`src/rtl/seq_pkg.sv`:
```
package seq_pkg;
   typedef enum logic [2:0] {
      S_IDLE = 3'd0,
      S_XFER = 3'd1,
      S_GAP  = 3'd2,
      S_UPD  = 3'd3,
      S_DONE = 3'd4
   } seq_state_e;

   localparam logic [3:0] REG_SP = 4'd13;
   localparam logic [3:0] REG_LR = 4'd14;
   localparam logic [3:0] REG_PC = 4'd15;
endpackage

```
`src/rtl/seq_lowbit.sv`:
```
module seq_lowbit #(
   parameter int W = 8,
   localparam int IW = (W > 1) ? $clog2(W) : 1
) (
   input  logic [W-1:0]  vec,
   output logic          found,
   output logic [IW-1:0] idx
);
   logic [W-1:0] below;

   generate
      for (genvar i = 0; i < W; i++) begin : g_below
         if (i == 0) begin : g_first
            assign below[i] = 1'b0;
         end else begin : g_rest
            assign below[i] = below[i-1] | vec[i-1];
         end
      end
   endgenerate

   always_comb begin
      idx = '0;
      for (int i = 0; i < W; i++) begin
         if (vec[i] && !below[i]) idx = IW'(i);
      end
   end

   assign found = |vec;
endmodule

```
`src/rtl/seq_span.sv`:
```
module seq_span #(
   parameter int AW     = 32,
   parameter int LIST_W = 8,
   localparam int CNT_W = $clog2(LIST_W + 2)
) (
   input  logic [LIST_W-1:0] list,
   input  logic              extra,
   input  logic              descend,
   input  logic [AW-1:0]     base,
   output logic [AW-1:0]     first_addr,
   output logic [AW-1:0]     final_value,
   output logic              empty
);
   logic [CNT_W-1:0] cnt;
   logic [AW-1:0]    span;

   assign cnt         = CNT_W'($countones(list)) + CNT_W'(extra);
   assign span        = AW'(cnt) << 2;
   assign empty       = (cnt == '0);
   assign first_addr  = descend ? (base - span) : base;
   assign final_value = descend ? (base - span) : (base + span);
endmodule

```
`src/rtl/stack_xfer_seq.sv`:
```
module stack_xfer_seq
   import seq_pkg::*;
#(
   parameter int AW     = 32,
   parameter int DW     = 32,
   parameter int LIST_W = 8
) (
   input  logic              clk,
   input  logic              rst_n,
   input  logic              start,
   input  logic [1:0]        op,
   input  logic              extra_slot,
   input  logic [LIST_W-1:0] reg_list,
   input  logic [AW-1:0]     base_in,
   input  logic [2:0]        base_sel,
   output logic              mem_req,
   output logic              mem_we,
   output logic              mem_seq,
   output logic [AW-1:0]     mem_addr,
   output logic [DW-1:0]     mem_wdata,
   input  logic              mem_ready,
   input  logic [DW-1:0]     mem_rdata,
   output logic [3:0]        rf_rd_idx,
   input  logic [DW-1:0]     rf_rd_data,
   output logic              rf_we,
   output logic [3:0]        rf_wr_idx,
   output logic [DW-1:0]     rf_wr_data,
   output logic              upd_we,
   output logic [3:0]        upd_idx,
   output logic [AW-1:0]     upd_value,
   output logic              busy,
   output logic              done
);
   localparam int          IW        = (LIST_W > 1) ? $clog2(LIST_W) : 1;
   localparam logic [AW-1:0] WORD_STEP = AW'(4);

   generate
      if (LIST_W < 2 || LIST_W > 8) begin : g_bad_list
         $error("LIST_W must lie in 2..8");
      end
      if (AW < 8 || DW < 8) begin : g_bad_width
         $error("AW and DW must be at least 8");
      end
   endgenerate

   seq_state_e        state_q;
   logic [LIST_W-1:0] pend_q;
   logic              extra_q;
   logic              load_q;
   logic              seq_q;
   logic [AW-1:0]     addr_q;
   logic [AW-1:0]     final_q;
   logic [3:0]        uidx_q;

   logic              extra_eff;
   logic [AW-1:0]     span_first;
   logic [AW-1:0]     span_final;
   logic              span_empty;
   logic              low_found;
   logic [IW-1:0]     low_idx;
   logic [LIST_W-1:0] pend_next;
   logic [3:0]        cur_idx;
   logic              xfer_last;

   assign extra_eff = extra_slot & ~op[1];

   seq_span #(.AW(AW), .LIST_W(LIST_W)) u_span (
      .list        (reg_list),
      .extra       (extra_eff),
      .descend     (op == 2'b00),
      .base        (base_in),
      .first_addr  (span_first),
      .final_value (span_final),
      .empty       (span_empty)
   );

   seq_lowbit #(.W(LIST_W)) u_low (
      .vec   (pend_q),
      .found (low_found),
      .idx   (low_idx)
   );

   assign pend_next = pend_q & (pend_q - LIST_W'(1));
   assign cur_idx   = low_found ? 4'(low_idx) : (load_q ? REG_PC : REG_LR);
   assign xfer_last = low_found ? ((pend_next == '0) && !extra_q) : 1'b1;

   always_ff @(posedge clk or negedge rst_n) begin
      if (!rst_n) begin
         state_q <= S_IDLE;
         pend_q  <= '0;
         extra_q <= 1'b0;
         load_q  <= 1'b0;
         seq_q   <= 1'b0;
         addr_q  <= '0;
         final_q <= '0;
         uidx_q  <= '0;
      end else begin
         case (state_q)
            S_IDLE: if (start) begin
               load_q  <= op[0];
               pend_q  <= reg_list;
               extra_q <= extra_eff;
               addr_q  <= span_first;
               final_q <= span_final;
               uidx_q  <= op[1] ? {1'b0, base_sel} : REG_SP;
               seq_q   <= 1'b0;
               state_q <= span_empty ? S_DONE : S_XFER;
            end
            S_XFER: if (mem_ready) begin
               addr_q <= addr_q + WORD_STEP;
               seq_q  <= 1'b1;
               if (low_found) pend_q  <= pend_next;
               else           extra_q <= 1'b0;
               if (xfer_last) state_q <= load_q ? S_GAP : S_UPD;
            end
            S_GAP:   state_q <= S_UPD;
            S_UPD:   state_q <= S_DONE;
            S_DONE:  state_q <= S_IDLE;
            default: state_q <= S_IDLE;
         endcase
      end
   end

   always_comb begin
      mem_req    = (state_q == S_XFER);
      mem_we     = mem_req && !load_q;
      mem_seq    = seq_q;
      mem_addr   = addr_q;
      rf_rd_idx  = mem_req ? cur_idx : 4'd0;
      mem_wdata  = rf_rd_data;
      rf_we      = mem_req && mem_ready && load_q;
      rf_wr_idx  = cur_idx;
      rf_wr_data = mem_rdata;
      upd_we     = (state_q == S_UPD);
      upd_idx    = uidx_q;
      upd_value  = final_q;
      busy       = (state_q == S_XFER) || (state_q == S_GAP) || (state_q == S_UPD);
      done       = (state_q == S_DONE);
   end

   AST_ADDR_STEP: assert property (@(posedge clk) disable iff (!rst_n)
      (mem_req && mem_ready) |=> (!mem_req || mem_addr == $past(mem_addr) + WORD_STEP));
   AST_LOAD_GAP: assert property (@(posedge clk) disable iff (!rst_n)
      (upd_we && load_q) |-> !$past(mem_req));
   AST_FIRST_NONSEQ: assert property (@(posedge clk) disable iff (!rst_n)
      $rose(mem_req) |-> !mem_seq);
   AST_LATER_SEQ: assert property (@(posedge clk) disable iff (!rst_n)
      (mem_req && mem_ready) |=> (!mem_req || mem_seq));
   AST_DONE_AFTER_UPD: assert property (@(posedge clk) disable iff (!rst_n)
      upd_we |=> done);
   AST_DONE_PULSE: assert property (@(posedge clk) disable iff (!rst_n)
      done |=> !done);
   AST_IDLE_QUIET: assert property (@(posedge clk) disable iff (!rst_n)
      !busy |-> (!mem_req && !rf_we && !upd_we));
   AST_REQ_HOLD: assert property (@(posedge clk) disable iff (!rst_n)
      (mem_req && !mem_ready) |=> (mem_req && $stable(mem_addr) && $stable(mem_we)));
endmodule

```
`config.mk`:
```
export PLATFORM = sky130hd
export DESIGN_NAME = stack_xfer_seq
export DESIGN_NICKNAME = d
export VERILOG_FILES = /design/src/rtl/seq_pkg.sv /design/src/rtl/seq_lowbit.sv /design/src/rtl/seq_span.sv /design/src/rtl/stack_xfer_seq.sv
export SDC_FILE = /design/constraint.sdc
export NUM_CORES = 1
export LEC_CHECK = 0
export ABC_AREA = 1
export BUFFER_PORTS_ARGS = -buffer_cell sky130_fd_sc_hd__buf_2
export CAP_MARGIN = 20
export CORE_MARGIN = 2
export CORE_UTILIZATION = 41
export CTS_CLUSTER_SIZE = 40
export DETAILED_ROUTE_END_ITERATION = 10
export GPL_ROUTABILITY_DRIVEN = 0
export PLACE_DENSITY = 0.76
export SETUP_SLACK_MARGIN = 0.5
export SYNTH_ARGS = -nofsm -noshare
export SYNTH_HDL_FRONTEND = slang
export SYNTH_SLANG_ARGS = --single-unit
```
`constraint.sdc`:
```
create_clock -name clk -period 1.9 [get_ports clk]
set_input_delay 0.19 -clock clk [delete_from_list [all_inputs] [get_ports clk]]
set_output_delay 0.19 -clock clk [all_outputs]
set_load 0.01 [all_outputs]
```
## Word-level counts from Yosys, hierarchy flattened

Cells that the tools add are included.

- Register bits: 82
- Output and inout bits: 147
- Logic and storage cells: 105

- Add/sub/neg operators: 12
- Equality and inequality tests: 9
- Multiplexer cells: 34
- Bitwise logic cells: 9
- Reductions and logical operators: 33

Operators with widths:

| kind | count |
|---|---|
| 32-bit two-way mux | 4 |
| 32-bit case mux with 2 select lines | 1 |
| 32-bit by 3-bit adder with 32-bit output (second input constant) | 1 |
| 32-bit by 6-bit adder with 32-bit output | 1 |
| 32-bit by 6-bit subtractor with 32-bit output | 1 |
| 3-bit two-way mux | 10 |
| 8-bit two-way mux | 3 |
| 8-bit case mux with 2 select lines | 1 |
| 4-bit adder | 3 |
| 4-bit two-way mux | 3 |
| 3-bit case mux with 4 select lines | 1 |
| 1-bit logical AND | 11 |
| 1-bit logical NOT | 9 |
| 1-bit two-way mux | 9 |
| 1-bit by 1-bit adder with 2-bit output | 4 |
| 8-bit AND | 1 |
| 8-bit logical NOT | 1 |
| 4-bit AND reduction | 2 |
| 8-bit OR reduction | 1 |
| 8-bit by 1-bit subtractor with 8-bit output (second input constant) | 1 |
| 3-bit by 2-bit == test with 1-bit output (second input constant) | 2 |
| 2-bit by 1-bit inequality test with 1-bit output (second input constant) | 3 |
| 1-bit OR | 6 |
| 3-bit AND reduction | 2 |
| 13 further kinds | 16 |

## Depth between registers and ports, before layout

- Depth after elaboration: 11
- Mapped depth: 25
- Depth with buffers taken out: 25

## Hierarchy

A second synthesis with hierarchy kept.

- Cell total of the unflattened synthesis: 1,362
- Area, all modules: 8,127.8 um^2

Modules (own cells, without submodules):

| module | times used | cells an instance | area an instance (um^2) |
|---|---|---|---|
| stack_xfer_seq | 1 | 710 | 5,032.3 |
| seq_span | 1 | 630 | 2,987.9 |
| seq_lowbit | 1 | 22 | 107.6 |

## Worst setup path before layout

No wires, ideal clock.

- Kind: in2reg
- Start: input reg_list[0]
- End: register addr_q[26] (netlist: mem_addr[26])
- Library setup time: 0.117 ns
- Data arrival time: 3.487 ns
- Data required time: 1.783 ns
- Setup slack: -1.704 ns
- Cell stages on the path: 22
- Path through: ha_1 -> inv_1 -> fa_1 -> inv_1 -> fa_1 -> ha_1 -> inv_1 -> fa_1 -> inv_1 -> ha_1 -> nor2_1 -> nand2_1 -> nand2_2 -> nor2_4 -> nand2_1 -> clkinv_1 -> nand2_1 -> a21oi_1 -> o21ai_1 -> nand2_1 -> nand3_1 -> nand2_1

- Word-level cells in the longest chain between the ends: 8

Ends and longest elaborated chain:

| item | RTL line | text |
|---|---|---|
| start: declaration | stack_xfer_seq.sv:13 | `input logic [LIST_W-1:0] reg_list,` |
| 1-bit by 1-bit adder with 2-bit output (implied by the code) | seq_span.sv:17 | `assign cnt = CNT_W'($countones(list)) + CNT_W'(extra);` |
| 4-bit adder (implied by the code) (2 in a row) | seq_span.sv:17 |  |
| 4-bit by 1-bit adder with 4-bit output | seq_span.sv:17 |  |
| 32-bit by 6-bit subtractor with 32-bit output | seq_span.sv:20 | `assign first_addr = descend ? (base - span) : base;` |
| 32-bit two-way mux | seq_span.sv:20 |  |
| 32-bit two-way mux | stack_xfer_seq.sv:99 | `S_IDLE: if (start) begin` |
| 32-bit case mux with 2 select lines | stack_xfer_seq.sv:98 | `case (state_q)` |
| end signal: assignment | stack_xfer_seq.sv:103 | `addr_q <= span_first;` |
| end signal: assignment | stack_xfer_seq.sv:110 | `addr_q <= addr_q + WORD_STEP;` |
| end: declaration | stack_xfer_seq.sv:51 | `logic [AW-1:0] addr_q;` |

No other way between the ends. The select of a mux whose other input is x is not followed.
A chain may end at the register's enable or synchronous reset.

## Worst setup path in the final report

- Start: input reg_list[5]
- End: register addr_q[9] (netlist: mem_addr[9])

Same word-level chain as after synthesis.

==> reports/qor.yml <==
setup_slack_ns: -1.79
period_share: 1.94
die_w_um: 140
cap_viol_max_count: 0
multi_input_area_um2: 5510
swShare: 0.496
fill_cells: 1389
synthDistinctLibCells: 46
drt-initial-drc-count: 1596
power_w: 0.0162
crit_top_cell: "inv_2"
ys_ff_latch: 82
drv_slew: 0
clock_latency_ns: 0.37
ff_latch_area_um2: 2050
post-route-min-period_ns: 3.69
crit_arrival_ns: 3.94
fin_skew_ns: 0.0196
slowest_stage: "fa_1"
cts.root.buffer_cell: "clkbuf_16"
stdcell_area_um2: 11000
drive_gt1_frac: 0.411
fin_nets: 1514
post-dp-hpwl_mm: 19.2
diodes: 0
run_status: "finished with violations"
cts_tree: "built"
yosysMostFrequentCell: "nand2_1"
synth_edf_count: 0
rsz0062_at_grt: "yes"
grt-ovfl-total: 0
syn_avg_cell_area_um2: 6.41
violations: "DRC, setup timing"
final_core_util: 0.608
ios: 261
hold_viol_final: 0
path_buf_inv: 6
max_freq_mhz: 271
start_util: 0.419
cpLargestDelayFamily: "adder cells"
ant_nets: 0
crit_type: "input port to flop"
grt_start_max_net_pins: 51
worstPathRequired_ns: 2.15
startpoint_type: "input port"
viasPerCell: 6.11
area_growth_pct: 45.1
track_usage: 0.290
first_pass_iters: 11
switchingPower_w: 0.00805
dr_total_vias: 9857
crit_path_max_incr_delay_ns: 0.55
seq_power_share: 0.215
yosysSeqAreaShare: 0.271
synth_cells: 1183
antenna_found_initial: 1
min-delay-path-class: "input port to flop"
clockBufferDepth: 2
async_reset_ff_frac: 1.00
grt-busiest-layer: "met2"
routedWlPerCell_um: 21.4
setup_violations: 77
tns_ns: -93.03
cts.sinks: 82
ir_drop_mv: 0.761
place_area_um2: 8690
die_y_um: 140
p_int_w: 0.00819
portBuffers: 132
ys.flop_type: "dfrtp_1"
grt_pass1_vias: 8702
yosysTopAreaCellShare: 0.271
cts_max_level: 3
clock_power_share: 0.109
synth_top_cell_by_area: "dfrtp_1"
max_slew_margin: 0.676
cp-end-kind: "flop"
ys_top_cells_by_area: "dfrtp_1 27%, nand2_1 18%, buf_4 6.6%, nand3_1 6.2%, nor2_1 5.6%"
grtUsageMet3: 0.0701
cts_buffers: 9
combPwrFrac: 0.676
cellLeakagePower_nw: 5.18
grt_pass1_wl_mm: 44.9
worstMarginPinSlew_ns: 0.483
met1_usage: 0.372
row_count: 49
path_clk_slew_ns: 0.07
synthesis.nets: 1319
drc: 16
totalWireLength_mm: 34.5
die_area_um2: 19600
powerDensity_nw_per_um2: 1480
synth_commonest_cells: "367 x nand2_1, 114 x nor2_1, 109 x inv_1"
crit_chain: "buf_8, ha_4, inv_2, fa_1, inv_2, fa_1, ha_4, inv_2, fa_2, inv_2, ha_4, inv_4, nand2_4, nand3_4, a21oi_4, nor2_1, o21ai_1, nand3_1, nand3_2, o21ai_2"
ys_warn_count: 0
syn_area_um2: 7580
path_max_fanout: 7
grtUsageMet2: 0.448
core_um2: 18100
worst register-to-register path, delay by kind of cell (launching register included):
| family | cells | cell delay (ns) |
|---|---|---|
| AO/OA/AOI/OAI | 2 | 0.44 |
| buffers and inverters | 7 | 0.75 |
| flip-flops | 1 | 0.40 |
| AND/OR/NAND/NOR | 4 | 0.40 |
stage by stage:
step / worst slack, ns / instances / hold slack (ns)
6_report: -1.79 / 1612 / 0.0502
4_1_cts: -1.46 / 1577 / 0.0466
2_1_floorplan: -1.54 / 1183 / -0.106
3_5_place_dp: -1.96 / 1513 / 0.176
5_1_grt: -1.84 / 1612 / 0.0536
3_3_place_gp: -1.90 / 1513 / 0.168
state kept, by name, summed over array words and instances (netlist names):
signal,flops
state_q,3
mem_addr,32
mem_seq,1
upd_value,32
load_q,1
upd_idx,4
extra_q,1
pend_q,8
logic make-up (layout without fill, tap and decap cells):
kind of cell | count (synthesis) | after routing | share of synthesized area
xor gates and xnor gates | 31 | 31 | 0.0358
DFF | 82 | 82 | 0.271
and+or+nand+nor | 678 | 678 | 0.391
buffers and inverters | 225 | 425 | 0.149
adders and majority gates | 22 | 22 | 0.0432
AOI/OAI and AO/OA | 145 | 145 | 0.111
metal layers:
layer | vias to the layer above | share of wire
met5 | - | 0.00038
met4 | 2 | 0.082
met3 | 319 | 0.13
met2 | 907 | 0.43
met1 | 4492 | 0.36
li1 | 4137 | -
final timing paths:
path / to / depth (start not counted) / from / slack, ns
min in group asynchronous: pend_q[5]$_DFFE_PN0P_ / 2 / rst_n / 0.32
max: mem_addr[9]$_DFFE_PN0P_ / 20 / reg_list[5] / -1.79
max reg2reg: state_q[0]$_DFFE_PN0P_ / 13 / pend_q[0]$_DFFE_PN0P_ / -0.26
min: upd_idx[2]$_DFFE_PN0P_ / 2 / base_sel[2] / 0.05
max in group asynchronous: upd_value[17]$_DFFE_PN0P_ / 3 / rst_n / 0.95
min reg2reg: upd_value[23]$_DFFE_PN0P_ / 2 / upd_value[23]$_DFFE_PN0P_ / 0.48
layout make-up:
cell class | count | area share
multi-input cells | 876 | 0.501
clock inverters | 6 | 0.00375
clock buffers | 10 | 0.0217
well taps | 229 | 0.0260
repair inverters | 1 | 0.000341
repair buffers | 286 | 0.214
inverters | 122 | 0.0461
flip-flops and latches | 82 | 0.187
placed cells by master, fill, tap and decap left out, drive strengths merged, types with 2 or more instances in the layout:
master / n
nor4: 2
fa: 7
clkinv: 4
ha: 15
and2: 3
inv: 122
a22oi: 2
nor3: 41
o22a: 3
nor2: 131
bufbuf: 2
xor2: 28
o211ai: 12
nand3b: 5
a21oi: 47
nand2: 372
o21ai: 64
clkinvlp: 3
nand4: 18
and3: 2
nand3: 97
nor3b: 5
o21a: 11
or2: 2
xnor2: 3
buf: 279
clkbuf: 14
a31oi: 2
dfrtp: 82
repair_timing:
item / CTS / global route
gates resized for setup: 161 / 175
setup endpoints to repair: 94 / 96
cloned: 6 / 5
setup buffers: 41 / 30
hold buffers: 1 / 0
pin swaps: 56 / 76
hold endpoints to repair: 28 / 0
power groups by stage:
stage          registers, W  logic [W]  clock network, W
6_report            0.00349     0.0110           0.00178
5_1_grt             0.00355     0.0115           0.00184
4_1_cts             0.00334    0.00850           0.00175
3_3_place_gp        0.00335    0.00675                 0
2_1_floorplan       0.00356    0.00409                 0
3_5_place_dp        0.00336    0.00689                 0
Power figures use the tool's default switching activity.
